--- config.mk ---
export PLATFORM = sky130hd
export DESIGN_NAME = edge_bank
export DESIGN_NICKNAME = d
export VERILOG_FILES = /design/src/rtl/edb_pkg.sv /design/src/rtl/edb_regs.sv /design/src/rtl/edb_detect.sv /design/src/rtl/edge_bank.sv
export SDC_FILE = /design/constraint.sdc
export NUM_CORES = 2
export LEC_CHECK = 0
export BUFFER_PORTS_ARGS = -buffer_cell sky130_fd_sc_hd__clkbuf_2
export CAP_MARGIN = 20
export CORE_ASPECT_RATIO = 1.1
export CORE_MARGIN = 2
export CORE_UTILIZATION = 40
export CTS_CLUSTER_DIAMETER = 50
export DETAILED_ROUTE_END_ITERATION = 16
export SETUP_SLACK_MARGIN = 0.2
export SYNTH_ARGS = -nofsm -noshare
export SYNTH_HDL_FRONTEND = slang
export SYNTH_SLANG_ARGS = --single-unit
--- constraint.sdc ---
create_clock -name clk -period 2.95 [get_ports clk]
set_input_delay 0.295 -clock clk [delete_from_list [all_inputs] [get_ports clk]]
set_output_delay 0.295 -clock clk [all_outputs]
set_load 0.02 [all_outputs]
--- src/rtl/edb_pkg.sv ---
package edb_pkg;

    localparam int LINES_PER_BANK = 16;
    localparam int FIELD_W        = 4;
    localparam int ADDR_W         = 6;
    localparam int MAX_BANK_SLOTS = 16;

    localparam logic [ADDR_W-1:0] ADDR_MASK0 = 6'h10;
    localparam logic [ADDR_W-1:0] ADDR_SEL   = 6'h18;
    localparam logic [ADDR_W-1:0] ADDR_VAL   = 6'h19;

    typedef enum logic [1:0] {
        EM_RISE = 2'b00,
        EM_FALL = 2'b01,
        EM_BOTH = 2'b10,
        EM_RSVD = 2'b11
    } edge_mode_e;

    function automatic logic edge_hit(edge_mode_e mode, logic prev, logic cur);
        logic hit;
        unique case (mode)
            EM_RISE: hit = cur & ~prev;
            EM_FALL: hit = ~cur & prev;
            EM_BOTH: hit = cur ^ prev;
            EM_RSVD: hit = 1'b0;
            default: hit = 1'b0;
        endcase
        return hit;
    endfunction

endpackage

--- src/rtl/edb_regs.sv ---
module edb_regs
    import edb_pkg::*;
#(
    parameter int NUM_LINES  = 256,
    parameter int IMPL_BANKS = 12
) (
    input  logic                    clk,
    input  logic                    rst_n,
    input  logic                    wr_en,
    input  logic [ADDR_W-1:0]       addr,
    input  logic [31:0]             wdata,
    output logic [31:0]             rdata,
    output logic [2*NUM_LINES-1:0]  mode_flat,
    output logic [NUM_LINES-1:0]    mask_flat,
    output logic [$clog2(NUM_LINES)-1:0] sel_idx
);

    localparam int MAX_BANKS  = NUM_LINES / LINES_PER_BANK;
    localparam int MASK_WORDS = NUM_LINES / 32;
    localparam int IDX_W      = $clog2(NUM_LINES);
    localparam int BANK_W     = IDX_W - FIELD_W;

    logic [IDX_W-1:0] sel_q;
    logic             val_hit;
    logic [BANK_W-1:0] sel_bank;
    logic [FIELD_W-1:0] sel_field;

    assign val_hit   = wr_en && (addr == ADDR_VAL);
    assign sel_bank  = sel_q[IDX_W-1 -: BANK_W];
    assign sel_field = sel_q[FIELD_W-1:0];
    assign sel_idx   = sel_q;

    // Line-select register
    always_ff @(posedge clk) begin
        if (!rst_n)
            sel_q <= '0;
        else if (wr_en && addr == ADDR_SEL)
            sel_q <= wdata[IDX_W-1:0];
    end

    // Bank words: implemented slots hold state, the rest read as zero
    for (genvar b = 0; b < MAX_BANKS; b++) begin : g_bank
        if (b < IMPL_BANKS) begin : g_impl
            logic [31:0] word_q;
            always_ff @(posedge clk) begin
                if (!rst_n)
                    word_q <= '0;
                else if (wr_en && addr == ADDR_W'(b))
                    word_q <= wdata;
                else if (val_hit && sel_bank == BANK_W'(b))
                    word_q[{sel_field, 1'b0} +: 2] <= wdata[1:0];
            end
            assign mode_flat[32*b +: 32] = word_q;
        end else begin : g_absent
            assign mode_flat[32*b +: 32] = '0;
        end
    end

    // Suppression words, all ones after reset
    for (genvar w = 0; w < MASK_WORDS; w++) begin : g_mask
        logic [31:0] mword_q;
        always_ff @(posedge clk) begin
            if (!rst_n)
                mword_q <= '1;
            else if (wr_en && addr == ADDR_MASK0 + ADDR_W'(w))
                mword_q <= wdata;
        end
        assign mask_flat[32*w +: 32] = mword_q;
    end

    // Read multiplexer
    always_comb begin
        rdata = '0;
        if (addr < ADDR_W'(MAX_BANK_SLOTS)) begin
            if (int'(addr) < MAX_BANKS)
                rdata = mode_flat[32*int'(addr) +: 32];
        end else if (addr >= ADDR_MASK0 && addr < ADDR_MASK0 + ADDR_W'(MASK_WORDS)) begin
            rdata = mask_flat[32*int'(addr - ADDR_MASK0) +: 32];
        end else if (addr == ADDR_SEL) begin
            rdata = 32'(sel_q);
        end else if (addr == ADDR_VAL) begin
            rdata = {30'b0, mode_flat[{sel_q, 1'b0} +: 2]};
        end
    end

endmodule

--- src/rtl/edb_detect.sv ---
module edb_detect
    import edb_pkg::*;
#(
    parameter int NUM_LINES  = 256,
    parameter int IMPL_BANKS = 12
) (
    input  logic                   clk,
    input  logic                   rst_n,
    input  logic [NUM_LINES-1:0]   lines_in,
    input  logic [2*NUM_LINES-1:0] mode_flat,
    input  logic [NUM_LINES-1:0]   mask_flat,
    output logic [NUM_LINES-1:0]   events
);

    logic [NUM_LINES-1:0] prev_q;
    logic [NUM_LINES-1:0] hit;
    logic [NUM_LINES-1:0] evt_q;

    // Sample register tracks the lines through reset as well, so the
    // first compare after reset sees a real previous level.
    always_ff @(posedge clk) begin
        prev_q <= lines_in;
    end

    for (genvar i = 0; i < NUM_LINES; i++) begin : g_line
        edge_mode_e line_mode;
        if (i / LINES_PER_BANK < IMPL_BANKS) begin : g_live
            assign line_mode = edge_mode_e'(mode_flat[2*i +: 2]);
        end else begin : g_dead
            logic [1:0] unused_mode;
            assign unused_mode = mode_flat[2*i +: 2];
            assign line_mode   = EM_RSVD;
        end
        assign hit[i] = edge_hit(line_mode, prev_q[i], lines_in[i]) & ~mask_flat[i];
    end

    always_ff @(posedge clk) begin
        if (!rst_n)
            evt_q <= '0;
        else
            evt_q <= hit;
    end

    assign events = evt_q;

endmodule

--- src/rtl/edge_bank.sv ---
module edge_bank
    import edb_pkg::*;
#(
    parameter int NUM_LINES  = 256,
    parameter int IMPL_BANKS = 12
) (
    input  logic                 clk,
    input  logic                 rst_n,
    input  logic [NUM_LINES-1:0] lines_in,
    input  logic                 reg_wr,
    input  logic [5:0]           reg_addr,
    input  logic [31:0]          reg_wdata,
    output logic [31:0]          reg_rdata,
    output logic [NUM_LINES-1:0] events,
    output logic                 any_event
);

    localparam int IDX_W = $clog2(NUM_LINES);

    logic [2*NUM_LINES-1:0] mode_flat;
    logic [NUM_LINES-1:0]   mask_flat;
    logic [IDX_W-1:0]       sel_idx;

    edb_regs #(
        .NUM_LINES (NUM_LINES),
        .IMPL_BANKS(IMPL_BANKS)
    ) u_regs (
        .clk      (clk),
        .rst_n    (rst_n),
        .wr_en    (reg_wr),
        .addr     (reg_addr),
        .wdata    (reg_wdata),
        .rdata    (reg_rdata),
        .mode_flat(mode_flat),
        .mask_flat(mask_flat),
        .sel_idx  (sel_idx)
    );

    edb_detect #(
        .NUM_LINES (NUM_LINES),
        .IMPL_BANKS(IMPL_BANKS)
    ) u_detect (
        .clk      (clk),
        .rst_n    (rst_n),
        .lines_in (lines_in),
        .mode_flat(mode_flat),
        .mask_flat(mask_flat),
        .events   (events)
    );

    assign any_event = |events;

endmodule

==> metrics <==
run status complete, but fails checks; violations in the final reports setup timing; DRC violation count after routing 0; Synth warnings 0; fraction of layout instances using a drive strength above 1 0.302; Mapped Area 0.0560 sq mm; num ports 586; type of the worst setup path reg2out; first drt pass iteration count 7; Root Driver sky130_fd_sc_hd__clkbuf_16; endpoints failing setup 25; P&R area growth vs syn 37.4%; most used cells in the layout excluding fill and tap cells sky130_fd_sc_hd__dfxtp_1 (894), sky130_fd_sc_hd__nand2_1 (743), sky130_fd_sc_hd__buf_4 (701); area used by sequential logic in the layout 0.0210 sq mm; average instance area after synthesis 8.91 sq um; CP startpoint kind register; portion of synthesized cell area occupied by the leading cell type 0.369; core area 0.138 sq mm; maximum cell stage delay along the critical path 0.52 ns; leakage power 33.7 nW; Post-DRT Antenna Nets 0; buffer levels on the longest clock path 3; number of clock sinks 1032; Detailed Place HPWL 264000 um; cell type contributing the most total cell area after synthesis sky130_fd_sc_hd__dfxtp_1; internal power of the cells 26.2 mW; GR Util All Layers 0.465; Crit-path slowest cell sky130_fd_sc_hd__mux4_2; sequential share of the synthesized area 0.369; initial core utilization 0.404; CP arrival 3.60 ns; 1st-iter DRT viols 8495; detailed-route wire length 346000 um; family with the most delay on the worst path buffers and inverters; overflow left after global routing 0; switching part of the total 0.274; final max-slew violation count 0; post-synthesis async set-or-reset flop share 0; smallest setup slack after layout -0.946 ns; Final Core Density 0.555; Hold Worst Slack 0.0694 ns; post-synthesis cell type count 86; register-to-register setup slack 0.06 ns; Slew @ Worst Pin 1.28 ns; total power density per cell area 470 mW/mm^2; routed length per instance 36.4 um; worst min-delay path category in2reg; Final Hold Violating Endpoints 0; Max Clock Skew 0.0462 ns; wire length of the first global-routing pass 457000 um; clock tree from TritonCTS yes; leading cell type in the layout, fill and taps excluded sky130_fd_sc_hd__dfxtp_1; minimum setup slack after placement -0.721 ns; Tmin final 3.90 ns; Die H 396 um; routed vias 59.4k; footprint of the multi-input gates 0.0325 sq mm; GR Util met3 0.113; share of power burned in combinational logic 0.099; routability congestion estimate from global placement 1.07; number of I/O port buffers 457; number of enable-type register cells in the synthesized netlist 0; site row count 143; Die W 361 um; f_max 0.257 GHz; fill cell count 12.4k; die area 0.143 sq mm; highest ir drop seen on vdd 587 uV; met2 track utilization from global routing 0.665; post-synthesis instance total 6285; clock insertion delay at the later pin of the skew report 0.84 ns; clk slew on worst S/H paths 0.06 ns; Critical Path, Cell by Cell buf_12 -> buf_4 -> buf_6 -> mux4_2 -> mux2i_1 -> a311o_1 -> a31oi_1 -> a31oi_1 -> buf_4 -> o22ai_4 -> buf_6 -> buf_6; maximum number of pins on one net before global-route repair 127; most used cell along the critical path sky130_fd_sc_hd__buf_6; switching power total 9.91 mW; Synth area leaders sky130_fd_sc_hd__dfxtp_1 (37%), sky130_fd_sc_hd__mux4_2 (9.7%), sky130_fd_sc_hd__ha_1 (8.6%); Top FF cell, synth sky130_fd_sc_hd__dfxtp_1; total number of nets in the final design 8244; H-tree depth 4; Final period util 1.32; via density per instance 6.26; number of placed instances with taps included 8938; number of antenna violations at the first check in global routing 34; Buf/Inv on CP 6; Seq pwr share 0.395; via count of the first global-routing pass 54.9k; clock buffers created by TritonCTS 142; peak fanout along the critical path 15; routing layer with the top usage in global route met2; clock power share 0.507; critical path endpoint category output pin; Crit path required time 2.65 ns; count of placed standard cells in the final layout, fillers left out 9499; Max-cap violations 0; met1 capacity usage during global routing 0.574; worst slew margin relative to its limit 0.145; unrepaired setup endpoints after global routing true; post-synthesis register bit count 1032
-- tightest hold or removal path, delay by kind of cell --
family,cells,cell delay [ns]
compound gates,2,0.30
buf+inv,1,0.22
-- metrics by stage --
step	setup TNS, ns	power, mW	instance area [sq um]
finish	-4.18	36.1	76900
global route	-4.88	36.9	76900
CTS	-4.05	36.0	75500
detailed placement	-14.40	17.6	66100
global placement	-8.64	17.6	66100
floorplan	0	16.1	56300
-- synthesized netlist by cell type, types with 190 or more instances --
library cell	n
sky130_fd_sc_hd__clkbuf_1	347
sky130_fd_sc_hd__inv_1	573
sky130_fd_sc_hd__mux4_2	240
sky130_fd_sc_hd__ha_1	387
sky130_fd_sc_hd__nor2_1	530
sky130_fd_sc_hd__dfxtp_1	1032
sky130_fd_sc_hd__nand3_1	306
sky130_fd_sc_hd__nor3_1	226
sky130_fd_sc_hd__mux2i_1	217
sky130_fd_sc_hd__a211oi_1	324
sky130_fd_sc_hd__nand2_1	750
sky130_fd_sc_hd__a31oi_1	190
-- cell type report --
type,count,area share
multi-input cells,4194,0.423
diodes,9,0.000293
well taps,1812,0.0295
flip-flops and latches,1032,0.273
clock buffers,188,0.0517
clock inverters,74,0.0136
inverters,577,0.0283
repair buffers,1613,0.180
-- power by group through the flow --
| stage | registers (mW) | clock network [mW] | logic, mW |
|---|---|---|---|
| final | 14.3 | 18.3 | 3.56 |
| after floorplan | 14.6 | 0 | 1.50 |
| after global placement | 14.6 | 0 | 2.97 |
| after CTS | 14.3 | 18.3 | 3.38 |
| after global routing | 14.3 | 19.0 | 3.66 |
| after detailed placement | 14.6 | 0 | 3.04 |
-- layer usage --
| metal | vias up | wire, um | share of wire |
|---|---|---|---|
| li1 | 25000 | - | - |
| met1 | 29200 | 128000 | 0.37 |
| met2 | 4164 | 140000 | 0.41 |
| met3 | 1042 | 38300 | 0.11 |
| met4 | 16 | 39300 | 0.11 |
| met5 | - | 157 | 0.00045 |
-- kinds of logic after synthesis --
kind of cell | Yosys count | synth area share
muxes | 478 | 0.140
other | 1 | 0.0000670
buffers and inverters | 1122 | 0.0838
xor gates and xnor gates | 2 | 0.000313
adders and majority gates | 387 | 0.0865
and+or+nand+nor | 2006 | 0.159
AOI/OAI and AO/OA | 1257 | 0.162
DFF | 1032 | 0.369
-- state kept, by name (all words and copies together), names as in the netlist --
register                     cells
u_regs.g_mask.mword_q          256
u_detect.prev_q                192
u_regs.sel_idx                   8
u_regs.g_bank.g_impl.word_q    384
u_detect.events                192
-- what timing repair did --
| item | CTS | global route |
|---|---|---|
| hold buffers | 196 | 0 |
| setup endpoints to repair | 398 | 287 |
| resized for setup | 532 | 237 |
| pin swaps | 58 | 133 |
| cloned | 1 | 9 |
| buffers inserted | 59 | 23 |
| endpoints found under the hold margin | 220 | 0 |
-- worst paths after layout --
check	depth (start not counted)	start	end
setup / recovery	12	u_regs.sel_idx[0]	reg_rdata[0]
hold / removal	3	reg_wdata[1]	u_regs.g_bank[9].g_impl.word_q[13]
setup reg to reg	13	u_regs.sel_idx[0]	u_regs.g_bank[2].g_impl.word_q[14]
hold reg to reg	1	u_regs.g_mask[4].mword_q[28]	u_detect.events[156]
Note: power is estimated with default switching activity, not from simulation.
